`src/rtl/xlat_base_pkg.sv`:
```
`timescale 1ns/1ps
package xlat_base_pkg;

  typedef enum logic [1:0] {
    XB_OUT_OK    = 2'd0,
    XB_OUT_UNDEF = 2'd1,
    XB_OUT_TRAP  = 2'd2
  } xb_outcome_e;

  localparam logic [1:0] XB_LVL_USER  = 2'd0;
  localparam logic [1:0] XB_LVL_KERN  = 2'd1;
  localparam logic [1:0] XB_LVL_HYP   = 2'd2;
  localparam logic [1:0] XB_LVL_MON   = 2'd3;

  // Alignment boundary from the size code: small codes select a short
  // boundary, larger codes count down from fourteen. Clamped below at 4.
  function automatic int unsigned xb_align_bit(input int unsigned t);
    int unsigned x;
    if (t < 2)       x = 5 - t;
    else if (t < 10) x = 14 - t;
    else             x = 4;
    return x;
  endfunction

endpackage

```
`src/rtl/xbr_access_check.sv`:
```
`timescale 1ns/1ps
module xbr_access_check
  import xlat_base_pkg::*;
(
  input  logic        hyp_present,
  input  logic [1:0]  req_el,
  input  logic        req_ns,
  input  logic        el2_enabled,
  input  logic        trap_en,
  output xb_outcome_e outcome
);

  // Priority: feature absent, then level-specific rules.
  always_comb begin
    outcome = XB_OUT_UNDEF;
    if (hyp_present) begin
      unique case (req_el)
        XB_LVL_USER: outcome = XB_OUT_UNDEF;
        XB_LVL_KERN: outcome = (el2_enabled && trap_en) ? XB_OUT_TRAP : XB_OUT_UNDEF;
        XB_LVL_HYP:  outcome = XB_OUT_OK;
        XB_LVL_MON:  outcome = req_ns ? XB_OUT_OK : XB_OUT_UNDEF;
        default:     outcome = XB_OUT_UNDEF;
      endcase
    end
  end

endmodule

```
`src/rtl/xbr_store.sv`:
```
`timescale 1ns/1ps
module xbr_store #(
  parameter int ADDR_MSB = 47,
  parameter bit SHARE_EN = 1'b1,
  localparam int LOW_BIT = 3
) (
  input  logic                    clk,
  input  logic                    rst_n,
  input  logic                    wr_en,
  input  logic [ADDR_MSB:LOW_BIT] wr_base,
  input  logic                    wr_share,
  output logic [ADDR_MSB:LOW_BIT] base_q,
  output logic                    share_q
);

  logic [ADDR_MSB:LOW_BIT] base_d;

  always_comb begin
    base_d = base_q;
    if (wr_en) base_d = wr_base;
  end

  always_ff @(posedge clk or negedge rst_n) begin
    if (!rst_n)     base_q <= '0;
    else if (wr_en) base_q <= base_d;
  end

  generate
    if (SHARE_EN) begin : g_share
      logic share_d;
      always_comb begin
        share_d = share_q;
        if (wr_en) share_d = wr_share;
      end
      always_ff @(posedge clk or negedge rst_n) begin
        if (!rst_n)     share_q <= 1'b0;
        else if (wr_en) share_q <= share_d;
      end
    end else begin : g_noshare
      logic unused_share;
      assign unused_share = wr_share;
      assign share_q      = 1'b0;
    end
  endgenerate

endmodule

```
`src/rtl/xbr_eff_base.sv`:
```
`timescale 1ns/1ps
module xbr_eff_base
  import xlat_base_pkg::*;
#(
  parameter int ADDR_MSB  = 47,
  parameter int FAULT_LSB = 40,
  parameter int SZ_W      = 3,
  localparam int LOW_BIT  = 3
) (
  input  logic [ADDR_MSB:LOW_BIT] base_q,
  input  logic                    share_q,
  input  logic [SZ_W-1:0]         size_t,
  output logic [ADDR_MSB:0]       walk_base,
  output logic [63:0]             rd_view,
  output logic                    size_fault
);

  int unsigned             xv;
  logic [ADDR_MSB:LOW_BIT] keep;
  logic [ADDR_MSB:LOW_BIT] masked;

  always_comb xv = xb_align_bit(32'(size_t));

  genvar i;
  generate
    for (i = LOW_BIT; i <= ADDR_MSB; i++) begin : g_keep
      assign keep[i] = (32'(i) >= xv);
    end
  endgenerate

  assign masked     = base_q & keep;
  assign walk_base  = {masked, {LOW_BIT{1'b0}}};
  assign size_fault = |base_q[ADDR_MSB:FAULT_LSB];

  generate
    if (ADDR_MSB < 63) begin : g_resv
      assign rd_view = {{(63-ADDR_MSB){1'b0}}, masked, {(LOW_BIT-1){1'b0}}, share_q};
    end else begin : g_full
      assign rd_view = {masked, {(LOW_BIT-1){1'b0}}, share_q};
    end
  endgenerate

endmodule

```
`src/rtl/xlat_base_reg.sv`:
```
`timescale 1ns/1ps
module xlat_base_reg
  import xlat_base_pkg::*;
#(
  parameter int         ADDR_MSB  = 47,
  parameter int         FAULT_LSB = 40,
  parameter int         SZ_W      = 3,
  parameter int         SYN_W     = 8,
  parameter logic [7:0] SYN_CODE  = 8'h04,
  parameter bit         SHARE_EN  = 1'b1
) (
  input  logic              clk,
  input  logic              rst_n,
  input  logic              req_valid,
  input  logic              req_write,
  input  logic [1:0]        req_el,
  input  logic              req_ns,
  input  logic              hyp_present,
  input  logic              el2_enabled,
  input  logic              trap_en,
  input  logic [31:0]       wdata_lo,
  input  logic [31:0]       wdata_hi,
  input  logic [SZ_W-1:0]   size_t,
  output logic              rsp_ok,
  output logic              rsp_undef,
  output logic              rsp_trap,
  output logic [SYN_W-1:0]  rsp_syndrome,
  output logic [31:0]       rsp_rdata_lo,
  output logic [31:0]       rsp_rdata_hi,
  output logic [ADDR_MSB:0] walk_base,
  output logic              walk_share,
  output logic              size_fault
);

  localparam int LOW_BIT = 3;

  xb_outcome_e             outcome;
  logic [63:0]             wdata;
  logic [63:0]             rd_view;
  logic [ADDR_MSB:LOW_BIT] store_base;
  logic                    store_share;
  logic                    wr_commit;

  logic                    ok_d, undef_d, trap_d;
  logic [SYN_W-1:0]        syn_d;
  logic [63:0]             rdata_d, rdata_q;

  assign wdata = {wdata_hi, wdata_lo};

  logic unused_wdata;
  generate
    if (ADDR_MSB < 63) begin : g_unused_hi
      assign unused_wdata = ^{wdata[63:ADDR_MSB+1], wdata[LOW_BIT-1:1]};
    end else begin : g_unused_lo
      assign unused_wdata = ^wdata[LOW_BIT-1:1];
    end
  endgenerate

  xbr_access_check u_check (
    .hyp_present (hyp_present),
    .req_el      (req_el),
    .req_ns      (req_ns),
    .el2_enabled (el2_enabled),
    .trap_en     (trap_en),
    .outcome     (outcome)
  );

  assign wr_commit = req_valid && req_write && (outcome == XB_OUT_OK);

  xbr_store #(.ADDR_MSB(ADDR_MSB), .SHARE_EN(SHARE_EN)) u_store (
    .clk      (clk),
    .rst_n    (rst_n),
    .wr_en    (wr_commit),
    .wr_base  (wdata[ADDR_MSB:LOW_BIT]),
    .wr_share (wdata[0]),
    .base_q   (store_base),
    .share_q  (store_share)
  );

  xbr_eff_base #(.ADDR_MSB(ADDR_MSB), .FAULT_LSB(FAULT_LSB), .SZ_W(SZ_W)) u_eff (
    .base_q     (store_base),
    .share_q    (store_share),
    .size_t     (size_t),
    .walk_base  (walk_base),
    .rd_view    (rd_view),
    .size_fault (size_fault)
  );

  assign walk_share = store_share;

  // Response next-state
  always_comb begin
    ok_d    = req_valid && (outcome == XB_OUT_OK);
    undef_d = req_valid && (outcome == XB_OUT_UNDEF);
    trap_d  = req_valid && (outcome == XB_OUT_TRAP);
    syn_d   = trap_d ? SYN_W'(SYN_CODE) : '0;
    rdata_d = (ok_d && !req_write) ? rd_view : '0;
  end

  // Response registers
  always_ff @(posedge clk or negedge rst_n) begin
    if (!rst_n) begin
      rsp_ok       <= 1'b0;
      rsp_undef    <= 1'b0;
      rsp_trap     <= 1'b0;
      rsp_syndrome <= '0;
      rdata_q      <= '0;
    end else begin
      rsp_ok       <= ok_d;
      rsp_undef    <= undef_d;
      rsp_trap     <= trap_d;
      rsp_syndrome <= syn_d;
      rdata_q      <= rdata_d;
    end
  end

  assign rsp_rdata_lo = rdata_q[31:0];
  assign rsp_rdata_hi = rdata_q[63:32];

endmodule

```
`config.mk`:
```
export PLATFORM = sky130hd
export DESIGN_NAME = xlat_base_reg
export DESIGN_NICKNAME = d
export VERILOG_FILES = /design/src/rtl/xlat_base_pkg.sv /design/src/rtl/xbr_access_check.sv /design/src/rtl/xbr_store.sv /design/src/rtl/xbr_eff_base.sv /design/src/rtl/xlat_base_reg.sv
export SDC_FILE = /design/constraint.sdc
export NUM_CORES = 1
export LEC_CHECK = 0
export BUFFER_PORTS_ARGS = -buffer_cell sky130_fd_sc_hd__clkbuf_2
export CAP_MARGIN = 20
export CORE_UTILIZATION = 46
export CTS_CLUSTER_DIAMETER = 80
export DETAILED_ROUTE_END_ITERATION = 12
export PLACE_DENSITY = 0.8
export SYNTH_ARGS = -nofsm -noshare
export SYNTH_HDL_FRONTEND = slang
export SYNTH_SLANG_ARGS = --single-unit
export TNS_END_PERCENT = 10
```
`constraint.sdc`:
```
create_clock -name clk -period 3.2 [get_ports clk]
set_input_delay 0.96 -clock clk [delete_from_list [all_inputs] [get_ports clk]]
set_output_delay 0.96 -clock clk [all_outputs]
set_load 0.01 [all_outputs]
```
==> results.yml <==
power:
  power_mw: 2.84
  cellLeakagePower_nw: 2.90
  power.density_mw_per_mm2: 520
  ir_worst_vdd_uv: 306
cts:
  htree_levels: 3
  clkTransAtPathRegs_ns: 0.08
  cts_buffers: 9
  clkLatencyLatePin_ns: 0.35
  hold_buffers: 0
  cts_tree: "built"
  clock_sinks: 95
  root_buffer: "clkbuf_8"
  clk_path_buf_depth: 2
drt:
  viasPerCell: 4.79
  first_pass_iters: 8
  routed-via-count: 2949
  drt-wirelength-per-cell_um: 14.4
  post-route-drc-count: 24
  ant_nets: 0
  drt-total-wl_um: 8890
  detail_route.iter0.violations: 77
grt:
  met1_usage_pct: 23.3
  use_met3_pct: 3.96
  overflow: 0
  top_usage_layer: "met2"
  grt_antenna_before_repair: 0
  first_global_vias: 2946
  grt_util_met2_pct: 33.1
  grt_pass1_wl_um: 14300
  grt_usage_pct: 19.2
  grt_max_degree: 53
critical_path:
  r2r-end: "rdata_q[4]"
  cp.required_ns: 2.24
  path_max_fanout: 4
  critPathCaptureType: "output pin"
  cp.arrival_ns: 2.37
  worstReg2RegStart: "u_store.base_q[4]"
  path_class: "input port to output pin"
  critPathLaunchType: "input port"
  reg2regPathDepth: 2
  r2r_slack_ns: 2.29
timing:
  relSlewSlack_pct: 62.7
  maxSlewViolCount: 0
  period_share_pct: 104
  hold_viol_final: 0
  rsz0062_at_grt: "yes"
  layout_setup_ws_ns: -0.128
  fmax_mhz: 300
  tightest_slew_ns: 0.560
  setup_viol: 2
  whs_ns: 0.497
  skew_ns: 0.00890
  finalCriticalPeriod_ns: 3.33
run:
  max_cap_violations: 0
placement:
  dp_slack_ns: -0.265
  port_buffers: 155
  placed_cell_area_mm2: 0.00509
  dp_hpwl_um: 6400
  dp.cells: 596
  gp_congestion: 0.885
layout:
  drive_gt1_share_pct: 50.4
  diodes: 0
  fin_area_mm2: 0.00545
  fin_nets: 587
  mostFrequentLayoutCell: "clkbuf_2"
  final_cells: 616
  final_cell_mix: "clkbuf_2 (150), dfrtp_1 (95), and2_1 (70)"
  syn2layout_area_growth_pct: 29.7
floorplan:
  die_x_um: 97.6
  io_pins: 202
  design.core.area_mm2: 0.00881
  start_util_pct: 47.8
  die_h_um: 97.6
  die_area_mm2: 0.00953
  rows: 34
logic_synthesis:
  synth_mux_area_share_pct: 13.1
  ys_seq_area_share_pct: 56.5
  postSynthCellCount: 331
  synth_top_family_by_area: "simple AND/OR/NAND/NOR gates"
  yosysWarnings: 0
  async_flop_share_pct: 100
  synth_fa_ha_area_share_pct: 2.08
  synth-edff-count: 0
  syn_area_mm2: 0.00421
  synthFlopType: "dfrtp_1"
  yosys.area_share.xor_xnor_pct: 0.208
  synthSimpleGateAreaFrac_pct: 16.6
  synth-compound-area-share_pct: 3.12
  synth_seq_cells: 95
  ys_types: 42
  syn_area_per_cell_um2: 12.7
hold_path:
  timing.hold.worst.start: "u_store.base_q[33]"
  hp-class: "register to register"
  hold_end: "rdata_q[33]"
  min_path_cells: 1
run_status:
  status: "complete, but fails checks"
  violations: "design-rule violations, negative setup slack"
-- cells in the mapped netlist, types with 2 or more instances --
cell type | instances | area [um^2]
a211oi_1 | 2 | 15.0
a21oi_1 | 4 | 20.0
a311oi_1 | 2 | 17.5
a31oi_1 | 2 | 12.5
and2_1 | 70 | 438
buf_2 | 2 | 10.0
buf_4 | 30 | 225
buf_6 | 4 | 45.0
clkbuf_1 | 6 | 22.5
dfrtp_1 | 95 | 2380
ha_1 | 7 | 87.6
inv_1 | 11 | 41.3
mux2_2 | 40 | 450
mux2_4 | 6 | 90.1
nand2_1 | 6 | 22.5
nand2b_1 | 2 | 12.5
nor2b_1 | 12 | 75.1
nor3_1 | 2 | 10.0
nor3b_1 | 2 | 15.0
nor4_1 | 3 | 18.8
o31ai_1 | 2 | 15.0
-- registers in the layout, indices dropped and copies added (netlist names) --
register         cells
rdata_q             46
rsp_ok               1
rsp_syndrome         1
u_store.base_q      45
rsp_undef            1
u_store.share_q      1
-- metal layers --
layer  wire length [um]  part of all wire (%)  vias to the layer above
li1                   -                     -                     1380
met1               3660                    41                     1451
met2               4660                    52                      104
met3                392                   4.4                       14
met4                182                   2.0                        0
met5                  0                     0                        -
-- how the worst max path moves through the flow --
stage / startpoint / end / cells past startpoint
after detailed placement: size_t[1] / walk_base[11] / 7
after CTS: size_t[2] / walk_base[9] / 7
after global placement: size_t[1] / walk_base[11] / 7
final: size_t[1] / walk_base[9] / 7
after global routing: size_t[1] / walk_base[9] / 7
after floorplan: size_t[1] / walk_base[9] / 4
-- worst max-delay path, cell delays in order --
cell and delay, ns:
clkbuf_16 0.12, inv_6 0.04, ha_4 0.15, or4b_4 0.57, o31a_1 0.30, nor2b_1 0.10, buf_2 0.13
-- logic make-up (layout without fill, tap and decap cells) --
family	after synthesis	after routing
compound gates	18	18
simple gates	108	108
mux	47	47
flops	95	95
fa+ha+maj	7	7
buf+inv	54	204
xor+xnor	1	1
other cells	1	28
-- where the power goes --
part	switching [mW]	internal, mW
Combinational	0.316	0.356
Clock	0.414	0.308
Sequential	0.0942	1.35
-- per-stage QoR --
stage,utilization [%],setup TNS (ns)
6_report,61.9,-0.215
5_1_grt,61.9,-0.381
4_1_cts,61.3,-0.321
3_5_place_dp,57.8,-0.872
3_3_place_gp,57.8,-0.582
2_1_floorplan,-,0
-- final cells by class --
| class | count | area, um^2 |
|---|---|---|
| Clock buffer | 12 | 145 |
| Clock inverter | 4 | 30.0 |
| Fill cell | 736 | 3350 |
| Inverter | 11 | 53.8 |
| Multi-Input combinational cell | 209 | 1690 |
| Sequential cell | 95 | 2380 |
| Tap cell | 108 | 135 |
| Timing Repair Buffer | 177 | 1020 |
-- timing repair --
action                                  in CTS  in global routing
buffers inserted                             3                  1
resized for setup                           22                 11
hold endpoints to repair                     0                  0
pin swaps                                    4                  2
endpoints found under the setup margin       7                  8
Power figures use the tool's default switching activity.
